File: src/rtl/rxf_pkg.sv
package rxf_pkg;
  localparam int CNT_W = 4;
  localparam int PRE_W = 3;

  typedef enum logic [1:0] {
    SEL_DIV3 = 2'b00,
    SEL_DIV1 = 2'b01,
    SEL_DIV2 = 2'b10,
    SEL_DIV4 = 2'b11
  } div_sel_e;

  function automatic logic [PRE_W-1:0] sel_to_div(input logic [1:0] s);
    case (s)
      SEL_DIV1: return PRE_W'(1);
      SEL_DIV2: return PRE_W'(2);
      SEL_DIV4: return PRE_W'(4);
      default:  return PRE_W'(3);
    endcase
  endfunction
endpackage

File: src/rtl/rxf_sync.sv
module rxf_sync #(
  parameter int STAGES = 2,
  parameter logic INIT = 1'b1
) (
  input  logic clk,
  input  logic rst,
  input  logic d_async,
  output logic q_sync
);
  logic [STAGES-1:0] chain_q;

  always_ff @(posedge clk) begin
    if (rst) chain_q <= {STAGES{INIT}};
    else     chain_q <= {chain_q[STAGES-2:0], d_async};
  end

  assign q_sync = chain_q[STAGES-1];

  // the sampled value is the raw input from STAGES cycles earlier
  assert_sync_delay_R10: assert property (@(posedge clk) disable iff (rst)
    $past(!rst, 2) |-> q_sync == $past(d_async, 2));
endmodule

File: src/rtl/rxf_tick_gen.sv
module rxf_tick_gen
  import rxf_pkg::*;
(
  input  logic       clk,
  input  logic       rst,
  input  logic [1:0] div_sel,
  output logic       tick
);
  logic [PRE_W-1:0] cnt_q;
  logic [PRE_W-1:0] div_q;

  assign tick = (cnt_q == div_q - PRE_W'(1));

  always_ff @(posedge clk) begin
    if (rst) begin
      cnt_q <= '0;
      div_q <= sel_to_div(SEL_DIV3);
    end else if (tick) begin
      cnt_q <= '0;
      div_q <= sel_to_div(div_sel);   // new division only at a boundary
    end else begin
      cnt_q <= cnt_q + PRE_W'(1);
    end
  end

  // divide-by-1 ticks every cycle
  assert_div1_every_cycle_R6: assert property (@(posedge clk) disable iff (rst)
    (div_q == PRE_W'(1)) |-> tick);
  // the division never changes in mid-period
  assert_div_change_at_tick_R9: assert property (@(posedge clk) disable iff (rst)
    !tick |=> $stable(div_q));
endmodule

File: src/rtl/rxf_integrator.sv
module rxf_integrator
  import rxf_pkg::*;
(
  input  logic clk,
  input  logic rst,
  input  logic tick,
  input  logic samp,
  output logic level
);
  localparam logic [CNT_W-1:0] TOP = {CNT_W{1'b1}};

  logic [CNT_W-1:0] cnt_q, cnt_d;
  logic             out_q;

  always_comb begin
    cnt_d = cnt_q;
    if (tick) begin
      if (samp && cnt_q != TOP)       cnt_d = cnt_q + CNT_W'(1);
      else if (!samp && cnt_q != '0)  cnt_d = cnt_q - CNT_W'(1);
    end
  end

  always_ff @(posedge clk) begin
    if (rst) begin
      cnt_q <= TOP;
      out_q <= 1'b1;
    end else begin
      cnt_q <= cnt_d;
      if (cnt_d == '0)      out_q <= 1'b0;
      else if (cnt_d == TOP) out_q <= 1'b1;
    end
  end

  assign level = out_q;

  assert_hold_between_ticks_R2: assert property (@(posedge clk) disable iff (rst)
    !tick |=> $stable(cnt_q));
  assert_step_up_R2: assert property (@(posedge clk) disable iff (rst)
    (tick && samp && cnt_q != TOP) |=> cnt_q == $past(cnt_q) + CNT_W'(1));
  assert_no_overflow_R3: assert property (@(posedge clk) disable iff (rst)
    (tick && samp && cnt_q == TOP) |=> cnt_q == TOP);
  assert_no_underflow_R3: assert property (@(posedge clk) disable iff (rst)
    (tick && !samp && cnt_q == '0) |=> cnt_q == '0);
  assert_fall_at_zero_R4: assert property (@(posedge clk) disable iff (rst)
    $fell(out_q) |-> cnt_q == '0);
  assert_rise_at_top_R4: assert property (@(posedge clk) disable iff (rst)
    $rose(out_q) |-> cnt_q == TOP);
endmodule

File: src/rtl/rx_integrating_filter.sv
module rx_integrating_filter
  import rxf_pkg::*;
#(
  parameter int SYNC_STAGES = 2
) (
  input  logic       clk,
  input  logic       rst,
  input  logic       rx_raw,
  input  logic [1:0] div_sel,
  output logic       rx_filt
);
  logic rx_s;
  logic tick;

  rxf_sync #(.STAGES(SYNC_STAGES), .INIT(1'b1)) u_sync (
    .clk(clk), .rst(rst), .d_async(rx_raw), .q_sync(rx_s));

  rxf_tick_gen u_tick (
    .clk(clk), .rst(rst), .div_sel(div_sel), .tick(tick));

  rxf_integrator u_int (
    .clk(clk), .rst(rst), .tick(tick), .samp(rx_s), .level(rx_filt));

  // output idles high out of reset
  assert_reset_idle_R1: assert property (@(posedge clk)
    $past(rst) |-> rx_filt);
endmodule

File: config.mk
export PLATFORM = sky130hd
export DESIGN_NAME = rx_integrating_filter
export DESIGN_NICKNAME = d
export VERILOG_FILES = /design/src/rtl/rxf_pkg.sv /design/src/rtl/rxf_sync.sv /design/src/rtl/rxf_tick_gen.sv /design/src/rtl/rxf_integrator.sv /design/src/rtl/rx_integrating_filter.sv
export SDC_FILE = /design/constraint.sdc
export NUM_CORES = 1
export LEC_CHECK = 0
export BUFFER_PORTS_ARGS = -buffer_cell sky130_fd_sc_hd__buf_2
export CORE_MARGIN = 2
export CORE_UTILIZATION = 51
export DETAILED_ROUTE_END_ITERATION = 6
export PLACE_DENSITY = 0.83
export SETUP_SLACK_MARGIN = 0.02
export SYNTH_ARGS = -nofsm -noshare
export SYNTH_HDL_FRONTEND = slang
export SYNTH_SLANG_ARGS = --single-unit
File: constraint.sdc
create_clock -name clk -period 2 [get_ports clk]
set_input_delay 0.4 -clock clk [delete_from_list [all_inputs] [get_ports clk]]
set_output_delay 0.4 -clock clk [all_outputs]
set_load 0.1 [all_outputs]
; Word-level counts from Yosys, hierarchy flattened
; Cells that the tools add are included.
[classes]
addsub = 4
eq_ne = 6
n_mux = 6
reduce_logical = 7
[op_table]
columns = operator, n
row1 = two-way mux 4 bit, 3
row2 = one-hot mux 3 bit (3 select lines), 1
row3 = adder 4 x 1 -> 4 bit (second input constant), 1
row4 = equality test 2 bit (second input constant), 2
row5 = equality test 4 bit (second input constant), 1
row6 = zero test 4 bit, 1
row7 = != test 4 bit (second input constant), 1
row8 = nonzero test 4 bit, 1
row9 = subtractor 4 x 1 -> 4 bit (second input constant), 1
row10 = adder 3 x 1 -> 3 bit (second input constant), 1
row11 = equality test 3 bit, 1
row12 = subtractor 3 x 1 -> 3 bit (second input constant), 1
row13 = equality test 2 x 1 -> 1 bit (second input constant), 1
row14 = logical AND 1 bit, 2
row15 = two-way mux 1 bit, 2
row16 = nonzero test 2 bit, 1
row17 = OR reduction 2 bit, 1
row18 = zero test 1 bit, 1
[word_totals]
regBits = 13
word_cells = 28

; Longest topological paths before layout
; Gate-level depths: netlist (run 1).
[depth]
ltp_word = 8
ltp_mapped = 8
mapped_depth_nobuf = 7

; Modules after synthesis
; A second synthesis (run 1) with hierarchy kept.
[hier_totals]
cells_unflattened = 83
area_unflattened_um2 = 784.5
[modules_own_cells]
columns = mod, instances, cells_each, area_per_inst_um2, seq_area_each_um2
row1 = rxf_integrator, 1, 46, 390.4, 100.1
row2 = rxf_tick_gen, 1, 33, 341.6, 120.1
row3 = rxf_sync, 1, 4, 52.6, 40.0

; Worst setup path before layout (run 1)
; Ideal clock, no wire load.
[synth_path]
path_type = register to register
startpoint = register u_tick.div_q[0]
endpoint = register u_int.out_q, in the netlist u_int.level
setup_ns = 0.134
arrival_ns = 1.777
required_ns = 1.866
setup_slack_ns = 0.089
stages_incl_launch_ff = 9
path_buffers = 1
period_less_slack_ns = 1.911
cell_sequence = dfxtp_1 > inv_1 > ha_1 > xnor3_1 > and3_1 > buf_2 > a31o_2 > a31oi_1 > o221ai_1
[synth_between]
elab_chain_len = 5
[synth_lines]
columns = element, line
row1 = start: declaration, rxf_tick_gen.sv:10  ; logic [PRE_W-1:0] div_q;
row2 = start signal: assignment, rxf_tick_gen.sv:17  ; div_q <= sel_to_div(SEL_DIV3);
row3 = start signal: assignment, rxf_tick_gen.sv:20  ; div_q <= sel_to_div(div_sel);
row4 = subtractor 3 x 1 -> 3 bit *, rxf_tick_gen.sv:12  ; assign tick = (cnt_q == div_q - PRE_W'(1));
row5 = equality test 3 bit *, rxf_tick_gen.sv:12
row6 = two-way mux 4 bit *, rxf_integrator.sv:17  ; if (tick) begin
row7 = equality test 4 bit or zero test 4 bit (tied branches), "rxf_integrator.sv:30, rxf_integrator.sv:29"
row8 = nonzero test 2 bit (no line) or two-way mux 1 bit (tied branches), -
row9 = end signal: assignment, rxf_integrator.sv:26  ; out_q <= 1'b1;
row10 = end signal: assignment, rxf_integrator.sv:29  ; if (cnt_d == '0) out_q <= 1'b0;
row11 = end signal: assignment, rxf_integrator.sv:30  ; else if (cnt_d == TOP) out_q <= 1'b1;
row12 = end: declaration, rxf_integrator.sv:13  ; logic out_q;
; Mark *: on every way between the ends. The rest lies on a longest branch, timed or not.
; A chain may end at the register's enable or synchronous reset.

; Worst setup path after layout (run 1)
[layout_path]
startpoint = register u_tick.div_q[1]
endpoint = register u_int.cnt_q[3]
[layout_between]
elab_chain_len = 3
[layout_lines]
columns = element, line
row1 = subtractor 3 x 1 -> 3 bit, rxf_tick_gen.sv:12
row2 = equality test 3 bit, rxf_tick_gen.sv:12
row3 = two-way mux 4 bit, rxf_integrator.sv:17
row4 = end signal: assignment, rxf_integrator.sv:28  ; cnt_q <= cnt_d;
row5 = end: declaration, rxf_integrator.sv:12  ; logic [CNT_W-1:0] cnt_q, cnt_d;
; No other way between the ends.

==> metrics.txt, run 1 <==
Commonest cells post-synth 13 x dfxtp_1, 8 x inv_1, 4 x ha_1, 4 x nand2b_1, 4 x nor2_1; Post-synth EDFFs 0; postcts setup bufs 0; TritonRoute pass-1 iters 2; critical path required time 2.17 ns; Max FO, Critical Path 5; Hold Slack 0.294 ns; cell with the most instances after synthesis dfxtp_1; Core Util, Final 62.2%; Tmin final 1.88 ns; worst stage delay on the critical path 0.35 ns; Synth top area share 33.8%; Ys Warns 0; CTS Hold Buffers Added 0; Register-to-Register Path Depth 7; Die Y 42.9 um; endpoints failing setup 0; Ports 6; WL final 1510 um; largest net degree at the start of global routing 14; Clock transition at path regs 0.08 ns; average wire per cell in the routed design 14.0 um; initial DRC count 4; library cells used by synthesis 37; Vias/cell 5.65; Final Cycle Share 94.1%; Overall Global Routing Usage 20.6%; max_slew headroom 68.0%; Slew Limit Fails 0; Worst Tran Pin Value 0.483 ns; Worst setup SP type flop; area occupied by multi-input gates 489 um2; remaining antenna violation count 0; Placement Setup Slack -0.0258 ns; Setup WS post-layout 0.119 ns; layout cells sized above 1 38.0%; VDD IR max 905 uV; Fill cells 134; max-cap violation count 0; RePlAce Congestion 0.866; Worst Skew 0.00429 ns; crit path DAT 2.05 ns; register area share after synthesis 33.8%; synthesized flop and latch total 13; TritonCTS clock tree done; clock sink total 13; count of final hold-check violations 0; post-DP HPWL 1170 um; Syn Inst Count 82; Leak 0.392 nW; area leader, netlist dfxtp_1; total inserted antenna cells 0; Max Clock Freq 532 MHz; total grt overflow 0; slowest library cell on the worst path or3_1; post-synthesis net count 91; Core Rows 14; vias in the first global route 655; core area 1450 um2; Initial Utilization 53.0%; CP Cell Sequence inv_1, ha_4, xor2_2, nand3_2, buf_4, o31a_1, or3_1; Die Area 1840 um2; first-pass GRT wire length 2800 um; Async SR Flop Fraction 0%; Area contributors post-synth dfxtp_1 34%, ha_1 6.5%, xor2_2 4.2%; initial antenna violation count 0; via count 610; H-tree Lvls 1; total CTS buffers 3; status complete, no violations; Post-Layout Cell Count 108; CP endpoint kind flop; Clk Tree Root Cell clkbuf_4; chip width 42.9 um; Max clock buf depth 2; ys flop type dfxtp_1; Syn Area/Cell 9.40 um2; placed insts 104; DRC Markers 0; worst hold path type input port to flop; Port Buffers 5; RSZ-0062 raised after global routing false; PwrDens 1240 nW/um2; clock latency at the later pin of the worst-skew pair 0.29 ns; Crit Path Category flop to flop; Post-Syn Area 771 um2; # nets final 102; Area growth syn-to-layout 17.4%; hold path depth 2; combined flip-flop and latch cell area 268 um2; Final Power 0.00112 W
==> per-layer routing <==
| metal | share of wire [%] | wire, um | global-route usage [%] |
|---|---|---|---|
| met1 | 43 | 655 | 24.3 |
| met2 | 53 | 799 | 35.2 |
| met3 | 2.4 | 36 | 4.68 |
| met5 | 0 | 0 | 0 |
| met4 | 1.5 | 22 | 8.75 |
==> state kept, by name, summed over array words and instances, names as in the netlist <==
signal          flops
u_sync.chain_q      2
u_int.cnt_q         4
u_tick.div_q        3
u_int.level         1
u_tick.cnt_q        3
==> metrics by stage <==
step / area (um2) / TNS (ns)
6_report: 905 / 0
5_1_grt: 905 / 0
4_1_cts: 865 / 0
3_5_place_dp: 832 / -0.0258
3_3_place_gp: 832 / 0
2_1_floorplan: 771 / 0
==> final timing paths <==
kind | from | to | slack, ns
setup / recovery | u_tick.div_q[1]$_SDFFE_PP1N_ | u_int.cnt_q[3]$_SDFF_PP1_ | 0.12
hold / removal | rx_raw | u_sync.chain_q[0]$_SDFF_PP1_ | 0.29
setup reg to reg | u_tick.div_q[1]$_SDFFE_PP1N_ | u_int.cnt_q[3]$_SDFF_PP1_ | 0.12
hold reg to reg | u_sync.chain_q[0]$_SDFF_PP1_ | u_sync.chain_q[1]$_SDFF_PP1_ | 0.43
==> report_power, final <==
part	leakage [nW]	total [W]	switching (W)	internal, W
clock network	0.0177	0.000167	0.0000921	0.0000744
registers	0.105	0.000368	0.0000483	0.000320
logic	0.269	0.000590	0.000302	0.000288
==> worst max-delay path: cells and delay by family (launching register included) <==
kind	cells	cell delay, ns
AOI/OAI and AO/OA	1	0.33
xor gates and xnor gates	1	0.16
adders and majority gates	1	0.27
buffers and inverters	2	0.22
DFF	1	0.34
and+or+nand+nor	2	0.45
==> cell families (layout without fill, tap and decap cells) <==
group                      Yosys count  after routing  share of synthesized area (%)
AOI/OAI and AO/OA                   21             21                           21.3
xor gates and xnor gates             5              5                           9.42
adders and majority gates            4              4                           6.49
buffers and inverters               13             23                           7.63
DFF                                 13             13                           33.8
muxes                                1              1                           1.46
and+or+nand+nor                     25             25                           20.0
==> cell type report <==
cell class / instances / share of cell area (%)
Clock buffer: 3 / 2.49
Timing Repair Buffer: 11 / 7.75
Clock inverter: 1 / 0.553
Tap cell: 16 / 2.21
Multi-Input combinational cell: 56 / 54.1
Sequential cell: 13 / 29.6
Inverter: 8 / 3.32
==> layout by cell type (no fill, tap or decap), types with 2 or more instances in the layout <==
master,instances
dfxtp_1,9
inv_1,8
buf_4,6
buf_2,5
nand2b_1,4
nor2_1,4
a21oi_1,3
ha_1,3
clkbuf_4,3
dfxtp_2,3
nand2_1,2
xor2_2,2
and3_1,2
a31o_2,2
nor3b_1,2
o22ai_1,2
or2_2,2
xnor2_1,2
nor3_1,2
o211ai_1,2
a211o_2,2
==> timing repair <==
action / CTS / global route
endpoints found under the setup margin: 1 / 2
resized for setup: 1 / 8
pin swaps: 1 / 3
No activity file was read; power rests on OpenSTA's default activity.
==> run 2, diff against run 1 <==
==> constraint.sdc (replaced) <==
create_clock -name clk -period 2 [get_ports clk]
set_input_delay 0.1 -clock clk [delete_from_list [all_inputs] [get_ports clk]]
set_output_delay 0.1 -clock clk [all_outputs]
set_load 0.1 [all_outputs]
==> metrics.txt, run 2 (synthesis gave the netlist of run 1 again) <==
reg2reg end u_int.cnt_q[3]$_SDFF_PP1_; post-route cell area 915 um2 (+1.1%); critical path required time 2.15 ns (-0.02 ns); count of final hold-check violations 0 (unchanged); Max clock buf depth 2 (unchanged); Register-to-Register Path Depth 7 (unchanged); TritonCTS clock tree done; Clock transition at path regs 0.08 ns (about the same); PwrDens 1230 nW/um2 (-0.91%); remaining antenna violation count 0 (unchanged); clock latency at the later pin of the worst-skew pair 0.27 ns (-0.02 ns); status complete, no violations; WL final 1530 um (+1.3%); Worst R2R Setup Slack 0.11 ns (about the same); core area 1450 um2 (unchanged); Max FO, Critical Path 5 (unchanged); DRC Markers 0 (unchanged); chip width 42.9 um (unchanged); Worst Skew 0.00879 ns (+0.00450 ns); via count 606 (-0.66%); leading cell types in the layout, fill and taps excluded 9 x dfxtp_1, 8 x inv_1, 6 x buf_4; Slew Limit Fails 0 (unchanged); RSZ-0062 raised after global routing false; Most flops, register u_int.cnt_q; layout cells sized above 1 37.6% (-0.41 points); RR Startpoint u_tick.div_q[1]$_SDFFE_PP1N_; most common cell after layout, fill and taps aside dfxtp_1; Setup WS post-layout 0.106 ns (-0.0126 ns); TritonRoute pass-1 iters 3 (+1); Clk Tree Root Cell clkbuf_4; Die Y 42.9 um (unchanged); worst hold path type input port to flop; Ports 6 (unchanged); Core Rows 14 (unchanged); first-pass GRT wire length 2810 um (+0.25%); vias in the first global route 659 (+0.61%); Fill cells 132 (-1.5%); initial antenna violation count 0 (unchanged); max_slew headroom 68.0% (about the same); Die Area 1840 um2 (unchanged); area of placed instances 832 um2 (unchanged); total inserted antenna cells 0 (unchanged); post-DP HPWL 1170 um (unchanged); Area growth syn-to-layout 18.7%; Max Clock Freq 528 MHz (-0.66%); Regs by FF count u_int.cnt_q x4, u_tick.cnt_q x3, u_tick.div_q x3; Placement Setup Slack -0.0258 ns (unchanged); Worst Tran Pin Value 0.483 ns (-0.0000178 ns); Final Cycle Share 94.7% (+0.63 points); Hold Slack 0.148 ns (-0.146 ns); H-tree Lvls 1 (unchanged); VDD IR max 887 uV (-1.9%); max reg flops 4 (unchanged); postcts setup bufs 0 (unchanged); Leak 0.396 nW (+1.1%); average wire per cell in the routed design 14.1 um (+0.39%); total grt overflow 0 (unchanged); # nets final 103 (+0.98%); CP endpoint kind flop; Worst Setup SP u_tick.div_q[1]$_SDFFE_PP1N_; initial DRC count 3 (-1); endpoints failing setup 0 (unchanged); setup total negative slack 0 ns (unchanged); Vias/cell 5.56 (-1.6%); total CTS buffers 3 (unchanged); crit path DAT 2.04 ns (about the same); Crit Path Category flop to flop; RePlAce Congestion 0.866 (unchanged); Port Buffers 5 (unchanged); Worst setup SP type flop; Overall Global Routing Usage 20.4% (-0.18 points); Initial Utilization 53.0% (unchanged); max-cap violation count 0 (unchanged); clock sink total 13 (unchanged); largest net degree at the start of global routing 14 (unchanged); Tmin final 1.89 ns (+0.0126 ns); CP endpoint u_int.cnt_q[3]$_SDFF_PP1_
run 2: changes by cell type in the layout (fill, tap and decap cells not counted):
| cell | before | now |
|---|---|---|
| dlygate4sd3_1 | 0 | 1 |
run 2: metrics by stage:
stage,power (W),util (%),cells
after global placement,0.000900,57.2,104
after floorplan,0.000775,-,82
final,0.00113,62.9,109
after global routing,0.00122,62.9,109
after CTS,0.00109,60.2,109
after detailed placement,0.000926,57.2,104
run 2: layout make-up:
cell class | instances | area [um2] | share of cell area, %
inverter | 8 | 30.0 | 3.28
clock inverter | 1 | 5.00 | 0.547
timing repair buffer | 12 | 80.1 | 8.76
tap | 16 | 20.0 | 2.19
multi-input combinational | 56 | 489 | 53.5
clock buffer | 3 | 22.5 | 2.46
sequential | 13 | 268 | 29.3
run 2: repair_timing:
action | 4_1_cts | 5_1_grt
hold buffers | 1 | 0
pin swaps | 1 | 4
endpoints found under the hold margin | 1 | 0
resized for setup | 1 | 8
endpoints found under the setup margin | 1 | 2
run 2: power by group:
part | total [W] | internal (W) | switching, W
Clock | 0.000160 | 0.0000739 | 0.0000863
Combinational | 0.000597 | 0.000289 | 0.000308
Sequential | 0.000370 | 0.000320 | 0.0000497
Total | 0.00113 | 0.000684 | 0.000443
run 2: worst min path at each step:
stage                    start  slack (ns)  cells past startpoint                           end
floorplan                  rst        0.20                      1     u_int.cnt_q[3]$_SDFF_PP1_
global placement        rx_raw        0.28                      2  u_sync.chain_q[0]$_SDFF_PP1_
detailed placement      rx_raw        0.29                      2  u_sync.chain_q[0]$_SDFF_PP1_
CTS                        rst        0.13                      2  u_tick.div_q[2]$_SDFFE_PP0N_
global route        div_sel[1]        0.16                      3  u_tick.div_q[0]$_SDFFE_PP1N_
finish              div_sel[1]        0.15                      3  u_tick.div_q[0]$_SDFFE_PP1N_
run 2: per-layer routing:
metal,GRT usage (%),wire length [um]
met1,24.6,662
met2,35.2,842
met3,4.68,29
met4,6.88,0
met5,0,0
run 2: critical path, cell delays in order (launching register included):
cell	delay (ns)
dfxtp_2	0.34
inv_1	0.06
ha_4	0.27
xor2_2	0.16
nand3_2	0.10
buf_4	0.16
o31a_1	0.33
or3_1	0.35
==> run 3, diff against run 2 <==
--- a/config.mk
+++ b/config.mk
@@ -7,9 +7,9 @@
 export LEC_CHECK = 0
 export BUFFER_PORTS_ARGS = -buffer_cell sky130_fd_sc_hd__buf_2
 export CORE_MARGIN = 2
-export CORE_UTILIZATION = 51
+export CORE_UTILIZATION = 47
 export DETAILED_ROUTE_END_ITERATION = 6
-export PLACE_DENSITY = 0.83
+export PLACE_DENSITY = 0.78
 export SETUP_SLACK_MARGIN = 0.02
 export SYNTH_ARGS = -nofsm -noshare
 export SYNTH_HDL_FRONTEND = slang
==> metrics.txt, run 3 (synthesis gave the netlist of run 1 again) <==
metal2 WL 763 um (-9.4%); TritonRoute pass-1 iters 2 (-1); Max FO, Critical Path 3 (-2); Die Area 1980 um2 (+7.7%); Clk Tree Root Cell clkbuf_4; crit path DAT 2.06 ns (+0.02 ns); Vias/cell 5.64 (+1.4%); max-cap violation count 0 (unchanged); WL final 1520 um (-0.85%); Overall Global Routing Usage 18.5% (-1.9 points); Fill cells 129 (-2.3%); Crit Path Category flop to flop; worst stage delay on the critical path 0.53 ns (+0.18 ns); Worst Tran Pin Value 0.482 ns (-0.000565 ns); endpoints failing setup 0 (unchanged); Most flops, register u_int.cnt_q; count of final hold-check violations 0 (unchanged); DRC Markers 0 (unchanged); Final Power 0.00115 W (+2.5%); Max Clock Freq 526 MHz (-0.47%); Area growth syn-to-layout 19.0%; Die Y 44.5 um (+3.8%); area occupied by multi-input gates 489 um2 (unchanged); critical path required time 2.16 ns (about the same); Ports 6 (unchanged); Final Cycle Share 95.1% (+0.45 points); max reg flops 4 (unchanged); Tmin final 1.90 ns (+0.00898 ns); met3 wire length 38 um (+31%); Hold Slack 0.132 ns (-0.0163 ns); Regs by FF count u_int.cnt_q x4, u_tick.cnt_q x3, u_tick.div_q x3; Max clock buf depth 2 (unchanged); clock latency at the later pin of the worst-skew pair 0.28 ns (about the same); post-DP HPWL 1140 um (-3.1%); Initial Utilization 50.6% (-2.4 points); Port Buffers 5 (unchanged); total inserted antenna cells 0 (unchanged); Core Rows 14 (unchanged); Clock transition at path regs 0.09 ns (about the same); leading cell types in the layout, fill and taps excluded 11 x dfxtp_1, 8 x inv_1, 7 x buf_4; PwrDens 1260 nW/um2 (+2.2%); vias in the first global route 603 (-8.5%); layout cells sized above 1 36.2% (-1.5 points); CP Cell Sequence inv_1, ha_4, xor2_2, nand3_2, or4_4, a31oi_4, o221ai_1; worst hold path type input port to flop; combined flip-flop and latch cell area 263 um2 (-1.9%); core area 1520 um2 (+4.8%); remaining antenna violation count 0 (unchanged); initial antenna violation count 0 (unchanged); Leak 0.401 nW (+1.3%); most common cell after layout, fill and taps aside dfxtp_1; RePlAce Congestion 0.889 (+2.7%); initial DRC count 11 (+8); first-pass GRT wire length 2620 um (-6.6%); # nets final 104 (+0.97%); CP endpoint kind flop; total CTS buffers 3 (unchanged); Slew Limit Fails 0 (unchanged); chip width 44.5 um (+3.8%); DRT met1 WL 688 um (+3.9%); Worst Skew 0.000711 ns (-0.00808 ns); status complete, no violations; via count 620 (+2.3%); TritonCTS clock tree done; total grt overflow 0 (unchanged); max_slew headroom 68.1% (about the same); average wire per cell in the routed design 13.8 um (-1.7%); Worst setup SP type flop; largest net degree at the start of global routing 14 (unchanged); H-tree Lvls 1 (unchanged); clock sink total 13 (unchanged); slowest library cell on the worst path or4_4; VDD IR max 779 uV (-12%); DR top layer met4
## run 3: worst paths after layout
path,startpoint,to,slack [ns],cells past startpoint
worst min-delay path,div_sel[0],u_tick.div_q[1]$_SDFFE_PP1N_,0.13,3
worst min register to register,u_sync.chain_q[0]$_SDFF_PP1_,u_sync.chain_q[1]$_SDFF_PP1_,0.42,1
worst max register to register,u_tick.div_q[1]$_SDFFE_PP1N_,u_int.level$_SDFFE_PP1P_,0.1,7
worst max-delay path,u_tick.div_q[1]$_SDFFE_PP1N_,u_int.level$_SDFFE_PP1P_,0.1,7
## run 3: timing repair
item / CTS / global route
hold endpoints to repair: 1 / 0
hold buffers: 1 / 0
gates cloned: 0 / 0
pin swaps: 0 / 4
gates resized for setup: 1 / 5
setup buffers: 0 / 0
setup endpoints to repair: 1 / 2
## run 3: report_power, final
group / switching [W] / leakage, nW / internal [W]
clock: 0.0000956 / 0.0177 / 0.0000742
combinational: 0.000305 / 0.278 / 0.000316
sequential: 0.0000482 / 0.105 / 0.000315
## run 3: layer usage
layer	GRT usage, %	up-vias
met2	28.4	9
li1	-	321
met4	10.9	0
met3	6.12	4
met5	0	-
met1	22.4	286
## run 3: final cells by class
class | count | area share [%]
Inverter | 8 | 3.27
Clock inverter | 1 | 0.546
Timing Repair Buffer | 13 | 9.55
Clock buffer | 3 | 2.46
Sequential cell | 13 | 28.6
Multi-Input combinational cell | 56 | 53.3
Tap cell | 16 | 2.18
## run 3: metrics by stage
stage	setup TNS (ns)	cells	cell area (um2)	utilization, %	setup WS, ns
after floorplan	0	82	771	-	0.0893
after global placement	0	105	840	55.1	0.0696
after detailed placement	0	105	840	55.1	0.00402
after CTS	0	110	882	57.9	0.0226
after global routing	-0.00883	110	917	60.2	-0.00883
final	0	110	917	60.2	0.0972
## run 3: worst max-delay path: cells and delay by family (launching register included)
kind	cells	cell delay, ns
and+or+nand+nor	2	0.63
DFF	1	0.35
AOI/OAI and AO/OA	2	0.31
adders and majority gates	1	0.27
xor gates and xnor gates	1	0.15
buffers and inverters	1	0.07
